File: src/rtl/ppi_pkg.sv
package ppi_pkg;
  localparam int unsigned ID_W      = 10;
  localparam int unsigned SPURIOUS  = 1023;
  localparam int unsigned WORD_W    = 32;

  typedef enum logic [1:0] {
    ADDR_CFG_RO = 2'd0,
    ADDR_CFG_HI = 2'd1,
    ADDR_PCLR   = 2'd2,
    ADDR_EN     = 2'd3
  } reg_addr_e;
endpackage

File: src/rtl/ppi_line_cell.sv
// State of one private line: input history, pending and active bits.
module ppi_line_cell (
  input  logic clk,
  input  logic rst_i_n,
  input  logic irq,
  input  logic edge_mode,
  input  logic ack_hit,
  input  logic eoi_hit,
  input  logic sw_clr,
  output logic pend,
  output logic act
);
  logic irq_q;
  logic pend_n;
  logic act_n;
  logic rise;

  always_comb begin
    rise = irq & ~irq_q;
    if (edge_mode) begin
      pend_n = rise | (pend & ~(ack_hit | sw_clr));
    end else begin
      pend_n = irq;
    end
    act_n = ack_hit | (act & ~eoi_hit);
  end

  always_ff @(posedge clk or negedge rst_i_n) begin
    if (!rst_i_n) begin
      irq_q <= 1'b0;
      pend  <= 1'b0;
      act   <= 1'b0;
    end else begin
      irq_q <= irq;
      pend  <= pend_n;
      act   <= act_n;
    end
  end
endmodule

File: src/rtl/ppi_cfg_regs.sv
// Trigger selection, line enables and the unsupported-mode flag.
module ppi_cfg_regs
  import ppi_pkg::*;
#(
  parameter int unsigned NUM_LINES = 16,
  parameter int unsigned ID_BASE   = 16
) (
  input  logic                 clk,
  input  logic                 rst_i_n,
  input  logic                 wr_en,
  input  logic [1:0]           wr_addr,
  input  logic [WORD_W-1:0]    wr_data,
  output logic [NUM_LINES-1:0] edge_cfg,
  output logic [NUM_LINES-1:0] en,
  output logic [NUM_LINES-1:0] sw_clr,
  output logic                 nn_flag
);
  logic [NUM_LINES-1:0] edge_n;
  logic [NUM_LINES-1:0] en_n;
  logic                 nn_n;
  logic                 cfg_we;
  logic                 en_we;
  logic                 any_even;

  always_comb begin
    cfg_we   = wr_en && (wr_addr == ADDR_CFG_HI);
    en_we    = wr_en && (wr_addr == ADDR_EN);
    any_even = 1'b0;
    for (int i = 0; i < NUM_LINES; i++) begin
      edge_n[i] = wr_data[2*i+1];
      any_even  = any_even | wr_data[2*i];
    end
    en_n   = wr_data[ID_BASE +: NUM_LINES];
    sw_clr = (wr_en && (wr_addr == ADDR_PCLR)) ? wr_data[ID_BASE +: NUM_LINES]
                                               : '0;
    nn_n   = cfg_we & any_even;
  end

  always_ff @(posedge clk or negedge rst_i_n) begin
    if (!rst_i_n) begin
      edge_cfg <= '0;
      en       <= '0;
      nn_flag  <= 1'b0;
    end else begin
      if (cfg_we) edge_cfg <= edge_n;
      if (en_we)  en       <= en_n;
      nn_flag <= nn_n;
    end
  end
endmodule

File: src/rtl/ppi_lowest_sel.sv
// Picks the lowest-numbered requesting line and returns its ID.
module ppi_lowest_sel
  import ppi_pkg::*;
#(
  parameter int unsigned NUM_LINES = 16,
  parameter int unsigned ID_BASE   = 16
) (
  input  logic [NUM_LINES-1:0] req,
  output logic [ID_W-1:0]      id
);
  always_comb begin
    id = ID_W'(SPURIOUS);
    for (int i = NUM_LINES - 1; i >= 0; i--) begin
      if (req[i]) id = ID_W'(ID_BASE + i);
    end
  end
endmodule

File: src/rtl/ppi_pend_tracker.sv
module ppi_pend_tracker
  import ppi_pkg::*;
#(
  parameter int unsigned NUM_LINES = 16,
  parameter int unsigned ID_BASE   = 16
) (
  input  logic                 clk,
  input  logic                 rst_n,
  input  logic [NUM_LINES-1:0] irq_in,
  input  logic                 wr_en,
  input  logic [1:0]           wr_addr,
  input  logic [WORD_W-1:0]    wr_data,
  input  logic [1:0]           rd_addr,
  output logic [WORD_W-1:0]    rd_data,
  input  logic                 ack_valid,
  input  logic [ID_W-1:0]      ack_id,
  input  logic                 eoi_valid,
  input  logic [ID_W-1:0]      eoi_id,
  output logic [NUM_LINES-1:0] pend_o,
  output logic [NUM_LINES-1:0] act_o,
  output logic [ID_W-1:0]      best_id,
  output logic                 nn_flag
);
  // Reset: asserted asynchronously, released through two flops.
  logic rst_s0;
  logic rst_i_n;

  always_ff @(posedge clk or negedge rst_n) begin
    if (!rst_n) begin
      rst_s0  <= 1'b0;
      rst_i_n <= 1'b0;
    end else begin
      rst_s0  <= 1'b1;
      rst_i_n <= rst_s0;
    end
  end

  logic [NUM_LINES-1:0] edge_cfg;
  logic [NUM_LINES-1:0] en;
  logic [NUM_LINES-1:0] sw_clr;
  logic [NUM_LINES-1:0] ack_hit;
  logic [NUM_LINES-1:0] eoi_hit;

  ppi_cfg_regs #(.NUM_LINES(NUM_LINES), .ID_BASE(ID_BASE)) u_cfg (
    .clk     (clk),
    .rst_i_n (rst_i_n),
    .wr_en   (wr_en),
    .wr_addr (wr_addr),
    .wr_data (wr_data),
    .edge_cfg(edge_cfg),
    .en      (en),
    .sw_clr  (sw_clr),
    .nn_flag (nn_flag)
  );

  for (genvar g = 0; g < NUM_LINES; g++) begin : g_line
    assign ack_hit[g] = ack_valid && (ack_id == ID_W'(ID_BASE + g));
    assign eoi_hit[g] = eoi_valid && (eoi_id == ID_W'(ID_BASE + g));

    ppi_line_cell u_cell (
      .clk      (clk),
      .rst_i_n  (rst_i_n),
      .irq      (irq_in[g]),
      .edge_mode(edge_cfg[g]),
      .ack_hit  (ack_hit[g]),
      .eoi_hit  (eoi_hit[g]),
      .sw_clr   (sw_clr[g]),
      .pend     (pend_o[g]),
      .act      (act_o[g])
    );
  end

  ppi_lowest_sel #(.NUM_LINES(NUM_LINES), .ID_BASE(ID_BASE)) u_sel (
    .req(pend_o & en),
    .id (best_id)
  );

  // Read mux: the trigger word interleaves edge selections on odd bits.
  logic [WORD_W-1:0] cfg_word;

  always_comb begin
    cfg_word = '0;
    for (int i = 0; i < NUM_LINES; i++) cfg_word[2*i+1] = edge_cfg[i];
    rd_data = '0;
    case (rd_addr)
      ADDR_CFG_HI: rd_data = cfg_word;
      ADDR_PCLR:   rd_data[ID_BASE +: NUM_LINES] = pend_o;
      ADDR_EN:     rd_data[ID_BASE +: NUM_LINES] = en;
      default:     rd_data = '0;
    endcase
  end
endmodule

File: config.mk
export PLATFORM = sky130hd
export DESIGN_NAME = ppi_pend_tracker
export DESIGN_NICKNAME = d
export VERILOG_FILES = /design/src/rtl/ppi_pkg.sv /design/src/rtl/ppi_line_cell.sv /design/src/rtl/ppi_cfg_regs.sv /design/src/rtl/ppi_lowest_sel.sv /design/src/rtl/ppi_pend_tracker.sv
export SDC_FILE = /design/constraint.sdc
export NUM_CORES = 1
export LEC_CHECK = 0
export CORE_MARGIN = 5
export CORE_UTILIZATION = 60
export CTS_CLUSTER_SIZE = 16
export DETAILED_ROUTE_END_ITERATION = 8
export DONT_BUFFER_PORTS = 1
export PLACE_DENSITY = 0.81
export SLEW_MARGIN = 0
export SYNTH_ARGS = -nofsm -noshare
export SYNTH_HDL_FRONTEND = slang
export SYNTH_SLANG_ARGS = --single-unit
File: constraint.sdc
create_clock -name clk -period 3.4 [get_ports clk]
set_input_delay 0.68 -clock clk [delete_from_list [all_inputs] [get_ports clk]]
set_output_delay 0.68 -clock clk [all_outputs]
set_load 0.1 [all_outputs]
==> summary.md, run 1 <==
| Metric | Value |
|---|---|
| Drt wl/cell | around 22 um |
| Avg Inst Size Synth | 10.5 um^2 |
| Clk slew on worst S/H paths | around 0.09 ns |
| Die width | 93.9 um |
| CP Class | flop to output pin |
| Share of cells above drive strength 1 | 29.1% |
| Initial Utilization | 61.8% |
| Async set-reset flop share out of synthesis | 100% |
| Cell taking the most area after synthesis | dfrtp_1 |
| Comb power frac | 38.8% |
| Setup slack after layout | 0.406 ns |
| Yosys cell types | just over 40 |
| Largest net degree at the start of global routing | 82 |
| Placed cells | between 500 and 600 |
| Slew Limit Fails | 0 |
| Clk_skew | 0.0123 ns |
| Max-Cap Viols | 0 |
| CTS Buffer Depth | 2 |
| Clk Latency, worst-skew pair | 0.37 ns |
| # H-tree levels | 3 |
| Fin nets | 495 |
| Via count | approximately 3,200 |
| Synth area leaders | dfrtp_1, mux2_2, buf_4 |
| Status | finished, final reports clean |
| PostCTS Resize Cnt | 0 |
| Ys flop type | dfrtp_1 |
| Global Route Usage Sum | 26.5% |
| N_diodes | 0 |
| Worst slew margin | 31.1% |
| Final HPWL DP | roughly 8700 um |
| Maximum clock rate | ~0.33 GHz |
| DRT antenna net count | 0 |
| CTS Root Cell | clkbuf_8 |
| Synth top area share | 49.2% |
| Worst min path class | primary input to flop |
| Maximum vdd drop | 0.381 mV |
| Total gr overflow | 0 |
| Boundary pin count | 152 |
| Global-route wire length before repair | 17,700 um |
| Sw Pwr | 1530 uW |
| Seq pwr share | 37.8% |
| Worst EP arrival | 2.31 ns |
| Fill cells | 506 |
| RSZ-0062 raised after global routing | false |
| Setup Viol. Count Final | 0 |
| GP Congestion | 0.911 |
| Synthesized instance count | 402 |
| Initial antenna violation count | 0 |
| Setup tns final | 0 ns |
| Int Pwr | ~1900 uW |
| Cts bufs inserted | 9 |
| Finished Cell Area | 4730 um^2 |
| Lkg Pwr | 0.00217 uW |
| Iteration-0 DRC Markers | 184 |
| Via density | 6.13 |
| Mapped cell area | 4220 um^2 |
| Sequential area share after synthesis | 49.2% |
| Wirelength, routed | 11,600 um |
| Vias in the first global route | between 3,000 and 4,000 |
| Fin. Hold Viols | 0 |
| Crit path launch type | flop |
| Cell depth of the worst hold path | 0 |
| Setup Buffers After CTS | 0 |
| Post-synth EDFFs | 0 |
| Sw Ratio | 45.2% |
| Drc violations | 0 |
| Clock share of power | 23.4% |
| Post-place setup slack | roughly 0.83 ns |
| Vert. Die Dim | between 90 and 100 um |
| Buffers added on ports | 0 |
| Fin crit period | 2.99 ns |
| Util after Layout | 69.3% |
| Die area | 8820 um^2 |
| Final period utilization | 88.1% |
| CP Capture Type | output pin |
| Seq cells post-synth | 83 |
| Crit-path max FO | 5 |
| Yosys warnings | 0 |
| CTS tree | yes |
| Core Area | 6830 um^2 |
| Reg2reg path depth | 2 |
| Num rows | 30 |
| Pwr/cell area | roughly 720 nW/um^2 |
| Cts-stage hold buffer count | 1 |
| Cell Area, Placed | 4510 um^2 |
| Worst-margin pin slew | 1.03 ns |
| Area grow syn2layout | 12.1% |
| Drt pass-1 iters | 5 |
| Non-Filler Instances | 519 |
| Clock sinks | 83 |
| CP required | 2.72 ns |
==> cells in the mapped netlist, drive strengths merged, types with 2 or more instances <==
| library cell | count |
|---|---|
| nand3 | 9 |
| dfrtp | 83 |
| nand2b | 2 |
| nand2 | 78 |
| nor2 | 4 |
| mux2i | 8 |
| a221oi | 2 |
| buf | 49 |
| a22oi | 3 |
| a21oi | 12 |
| conb | 2 |
| nor4 | 5 |
| nor3b | 3 |
| nand3b | 6 |
| nor4b | 3 |
| and2 | 11 |
| a22o | 19 |
| o21ai | 24 |
| clkbuf | 5 |
| nor2b | 13 |
| a21o | 2 |
| o2111ai | 4 |
| mux2 | 40 |
==> power groups by stage <==
| stage | Clock (uW) | Sequential, uW | Combinational (uW) |
|---|---|---|---|
| after global routing | 843 | 1300 | 1370 |
| after CTS | 792 | 1280 | 1310 |
| after detailed placement | 0 | 1300 | 1310 |
| after floorplan | 0 | 1230 | 1160 |
| after global placement | 0 | 1280 | 1290 |
| final | 794 | 1280 | 1310 |
==> cells by family (layout without fill, tap and decap cells) <==
logic type	Yosys count	in the layout	synth area share (%)
AO/OA/AOI/OAI	74	74	12.0
multiplexers	48	48	12.6
buffers and inverters	54	67	8.92
other	2	10	0.178
AND/OR/NAND/NOR	141	141	17.2
flip-flops	83	83	49.2
==> registers in the layout (all words and copies together), names as in the netlist <==
name / flops
g_line.u_cell.act: 16
g_line.u_cell.irq_q: 16
g_line.u_cell.pend: 16
rst_i_n: 1
rst_s0: 1
u_cfg.edge_cfg: 16
u_cfg.en: 16
u_cfg.nn_flag: 1
==> final timing paths <==
| kind | end | slack [ns] | from |
|---|---|---|---|
| max in group asynchronous | g_line[15].u_cell.pend | 2.22 | rst_i_n |
| max | best_id[7] | 0.41 | u_cfg.en[2] |
| min reg2reg | rst_i_n | 0.36 | rst_s0 |
| min | g_line[0].u_cell.irq_q | 0.33 | irq_in[0] |
| max reg2reg | g_line[4].u_cell.act | 2.03 | g_line[4].u_cell.act |
| min in group asynchronous | u_cfg.edge_cfg[6] | 0.51 | rst_i_n |
==> area by class of cell <==
cell class                 count  area, um^2  area share, %
sequential                    83        2080           44.0
clock buffer                  10         128           2.70
tap                           96         120           2.54
timing repair buffer          51         465           9.83
multi-input combinational    273        1850           39.1
clock inverter                 6        87.6           1.85
==> per-layer routing <==
metal / track usage (%) / up-vias / routed length [um] / part of all wire, %
met4: 11.4 / 0 / 322 / 2.8
met2: 42.7 / 161 / 5750 / 50
li1: - / 1412 / - / -
met1: 32.3 / 1576 / 4390 / 38
met5: 0 / - / 0 / 0
met3: 8.81 / 32 / 1120 / 9.7
==> cells in the final DEF, fill, tap and decap left out, types with 2 or more instances in the layout <==
cell        n
dfrtp_1    82
nand2_1    78
buf_4      46
mux2_2     40
o21ai_0    23
a22o_1     19
and2_1     11
a21oi_1    11
conb_1     10
nand3_1     9
clkbuf_8    9
mux2i_1     8
nor2b_2     8
nand3b_1    6
nor2b_1     5
o2111ai_1   4
nor4_1      4
buf_16      4
a22oi_1     3
nor4b_1     3
nor2_1      3
a221oi_1    2
a21o_1      2
nand2b_1    2
clkinv_2    2
bufinv_16   2
inv_6       2
==> critical path, stage by stage, from the launching register on <==
cell and delay (ns):
dfrtp_1 0.42, a22oi_1 0.28, nand3_1 0.25, nor4_4 0.33
buf_4 0.44, buf_16 0.23
==> stage by stage <==
step                      hold WS [ns]  power [uW]
after floorplan                  0.331        2390
after global placement           0.338        2580
after CTS                        0.328        3390
after global routing             0.315        3510
final                            0.329        3390
after detailed placement         0.343        2610
Note: power is estimated with default switching activity, not from simulation.
==> inputs of run 2 (changes only) <==
CORE_MARGIN = 3   (was 5)
==> run 2 against run 1 <==
Final area shrank 0.66%. Sequential power is essentially flat. Setup slack lost 0.018 ns. Routed wire length shrank 3.3%. Via count shrank 1.5%. Die area shrank 8.3%. Worst hold slack gained 0.014 ns. Combinational power is essentially flat. Flip-flop and latch count is the same. Critical endpoint is now best_id[5].
==> summary.md, run 2 (synthesized netlist as in run 1, its figures left out) <==
| Metric | Value |
|---|---|
| Sw Pwr | 1500 uW (-2.0%) |
| Final HPWL DP | 8480 um (-2.1%) |
| Worst min path class | primary input to flop |
| Worst EP arrival | 2.33 ns (+0.02 ns) |
| Clk slew on worst S/H paths | 0.08 ns (about the same) |
| CP top delay family | buffers and inverters |
| Fin. Hold Viols | 0 (unchanged) |
| Crit-path max FO | 5 (unchanged) |
| Global Route Usage Sum | 27.5% (+1.0 points) |
| Boundary pin count | 152 (unchanged) |
| Worst-margin pin slew | 1.03 ns (-0.00519 ns) |
| Clock share of power | 21.4% (-2.0 points) |
| Area grow syn2layout | 11.3% |
| Status | finished, final reports clean |
| CP startpoint | u_cfg.en[4] |
| Drt wl/cell | 21.8 um (-2.5%) |
| Cell chain of the critical path | a22oi_1 > nand3_1 > nor4_4 > buf_4 > buf_16 |
| Int Pwr | 1800 uW (-3.2%) |
| Initial antenna violation count | 0 (unchanged) |
| Wirelength, routed | 11,200 um (-3.3%) |
| Drt pass-1 iters | 5 (unchanged) |
| Worst setup path end | best_id[5] |
| Total gr overflow | 0 (unchanged) |
| CTS Root Cell | clkbuf_8 |
| Non-Filler Instances | 515 (-0.77%) |
| RR Endpoint | g_line[7].u_cell.act |
| CP peak stage delay | 0.45 ns (about the same) |
| Slew Limit Fails | 0 (unchanged) |
| GP Congestion | 0.917 (+0.69%) |
| Setup tns final | 0 ns (unchanged) |
| Most frequent cells in the layout | dfrtp_1, nand2_1, buf_4 |
| Setup Buffers After CTS | 0 (unchanged) |
| Lkg Pwr | 0.00214 uW (-1.1%) |
| Initial Utilization | 64.3% (+2.5 points) |
| Vert. Die Dim | 89.9 um (-4.3%) |
| RSZ-0062 raised after global routing | false |
| Clk Latency, worst-skew pair | 0.36 ns (about the same) |
| Reg-to-reg critical path startpoint | g_line[7].u_cell.act |
| CP required | 2.72 ns (about the same) |
| Vias in the first global route | 3,348 (-0.48%) |
| Global-route wire length before repair | 17,600 um (-0.70%) |
| Cts bufs inserted | 9 (unchanged) |
| CTS Buffer Depth | 2 (unchanged) |
| Maximum clock rate | 0.332 GHz (-0.61%) |
| Num rows | 29 (-3.3%) |
| Levels on crit path | 5 (unchanged) |
| Core Area | 6570 um^2 (-3.9%) |
| Die area | 8080 um^2 (-8.3%) |
| Crit-path slowest cell | buf_4 |
| Buf+Inv Stages, Crit Path | 2 (unchanged) |
| PostCTS Resize Cnt | 0 (unchanged) |
| Reg2Reg Setup Slack | 2.02 ns (about the same) |
| Clk_skew | 0.00941 ns (-0.00286 ns) |
| Reg2reg path depth | 2 (unchanged) |
| CP Capture Type | output pin |
| Largest net degree at the start of global routing | 82 (unchanged) |
| Sw Ratio | 45.5% (+0.30 points) |
| Placed cells | 498 (-0.80%) |
| Iteration-0 DRC Markers | 183 (-0.54%) |
| Die width | 89.9 um (-4.3%) |
| Drc violations | 0 (unchanged) |
| Via count | 3,132 (-1.5%) |
| Max-Cap Viols | 0 (unchanged) |
| Cell depth of the worst hold path | 0 (unchanged) |
| Crit path launch type | flop |
| Via density | 6.08 (-0.78%) |
| Share of cells above drive strength 1 | 28.7% (-0.41 points) |
| DRT antenna net count | 0 (unchanged) |
| CP Class | flop to output pin |
| N_diodes | 0 (unchanged) |
| CTS tree | yes |
| Maximum vdd drop | 0.427 mV (+12%) |
| Fin crit period | 3.01 ns (+0.0183 ns) |
| Comb power frac | 39.7% (+0.9 points) |
| Buffers added on ports | 0 (unchanged) |
| Pwr/cell area | 702 nW/um^2 (-2.0%) |
| Fin nets | 494 (-0.20%) |
| Seq pwr share | 38.9% (+1.1 points) |
| Clock sinks | 83 (unchanged) |
| Most common cell after layout, fill and taps aside | dfrtp_1 |
| Worst slew margin | 31.5% (+0.35 points) |
| Cts-stage hold buffer count | 0 (-1) |
| Setup Viol. Count Final | 0 (unchanged) |
| # H-tree levels | 3 (unchanged) |
| Final period utilization | 88.6% (+0.54 points) |
## run 2: cell types whose count changed in the layout (fill, tap and decap cells not counted)
| cell | before | now |
|---|---|---|
| buf_4 | 46 | 45 |
| bufinv_16 | 2 | 1 |
| clkbuf_1 | 1 | 2 |
| clkbuf_8 | 9 | 10 |
| clkinv_2 | 2 | 1 |
| clkinvlp_4 | 0 | 2 |
| inv_6 | 2 | 0 |
## run 2: area by class of cell
| class | count | area [um^2] |
|---|---|---|
| multi-input cells | 273 | 1850 |
| repair buffers | 50 | 458 |
| fillers | 469 | 1870 |
| clock buffers | 12 | 145 |
| clock inverters | 4 | 50.0 |
| flip-flops and latches | 83 | 2080 |
| well taps | 93 | 116 |
## run 2: power groups by stage
stage / Combinational, uW / Clock (uW) / Sequential, uW
floorplan: 1160 / 0 / 1230
finish: 1310 / 707 / 1280
global placement: 1290 / 0 / 1290
detailed placement: 1300 / 0 / 1300
CTS: 1310 / 713 / 1280
global route: 1360 / 754 / 1300
## run 2: metrics by stage
step / worst slack (ns) / util [%] / cell area, um^2 / hold slack (ns) / power [uW]
after global placement: 0.876 / 68.5 / 4500 / 0.338 / 2580
after detailed placement: 0.780 / 68.5 / 4500 / 0.341 / 2600
after CTS: 0.387 / 71.4 / 4690 / 0.00623 / 3300
after floorplan: 0.00439 / - / 4270 / 0.331 / 2390
final: 0.388 / 71.6 / 4700 / 0.343 / 3300
after global routing: 0.281 / 71.6 / 4700 / 0.328 / 3410
## run 2: worst min path at each step
| stage | start | end | slack, ns |
|---|---|---|---|
| 3_5_place_dp | rst_s0 | rst_i_n | 0.34 |
| 4_1_cts | rst_n | rst_i_n | 0.006 |
| 5_1_grt | irq_in[7] | g_line[7].u_cell.irq_q | 0.33 |
| 3_3_place_gp | rst_s0 | rst_i_n | 0.34 |
| 6_report | irq_in[9] | g_line[9].u_cell.irq_q | 0.34 |
| 2_1_floorplan | rst_s0 | rst_i_n | 0.33 |
## run 2: worst register-to-register path, cell delays in order (launching register included)
cell	delay [ns]
dfrtp_1	0.94
o21ai_0	0.21
o21ai_0	0.15
## run 2: per-layer routing
layer | vias to the layer above | GRT usage [%] | share of wire (%)
met4 | 0 | 11.5 | 2.4
li1 | 1411 | - | -
met1 | 1547 | 32.9 | 37
met5 | - | 0 | 0
met2 | 147 | 44.7 | 50
met3 | 27 | 10.4 | 11
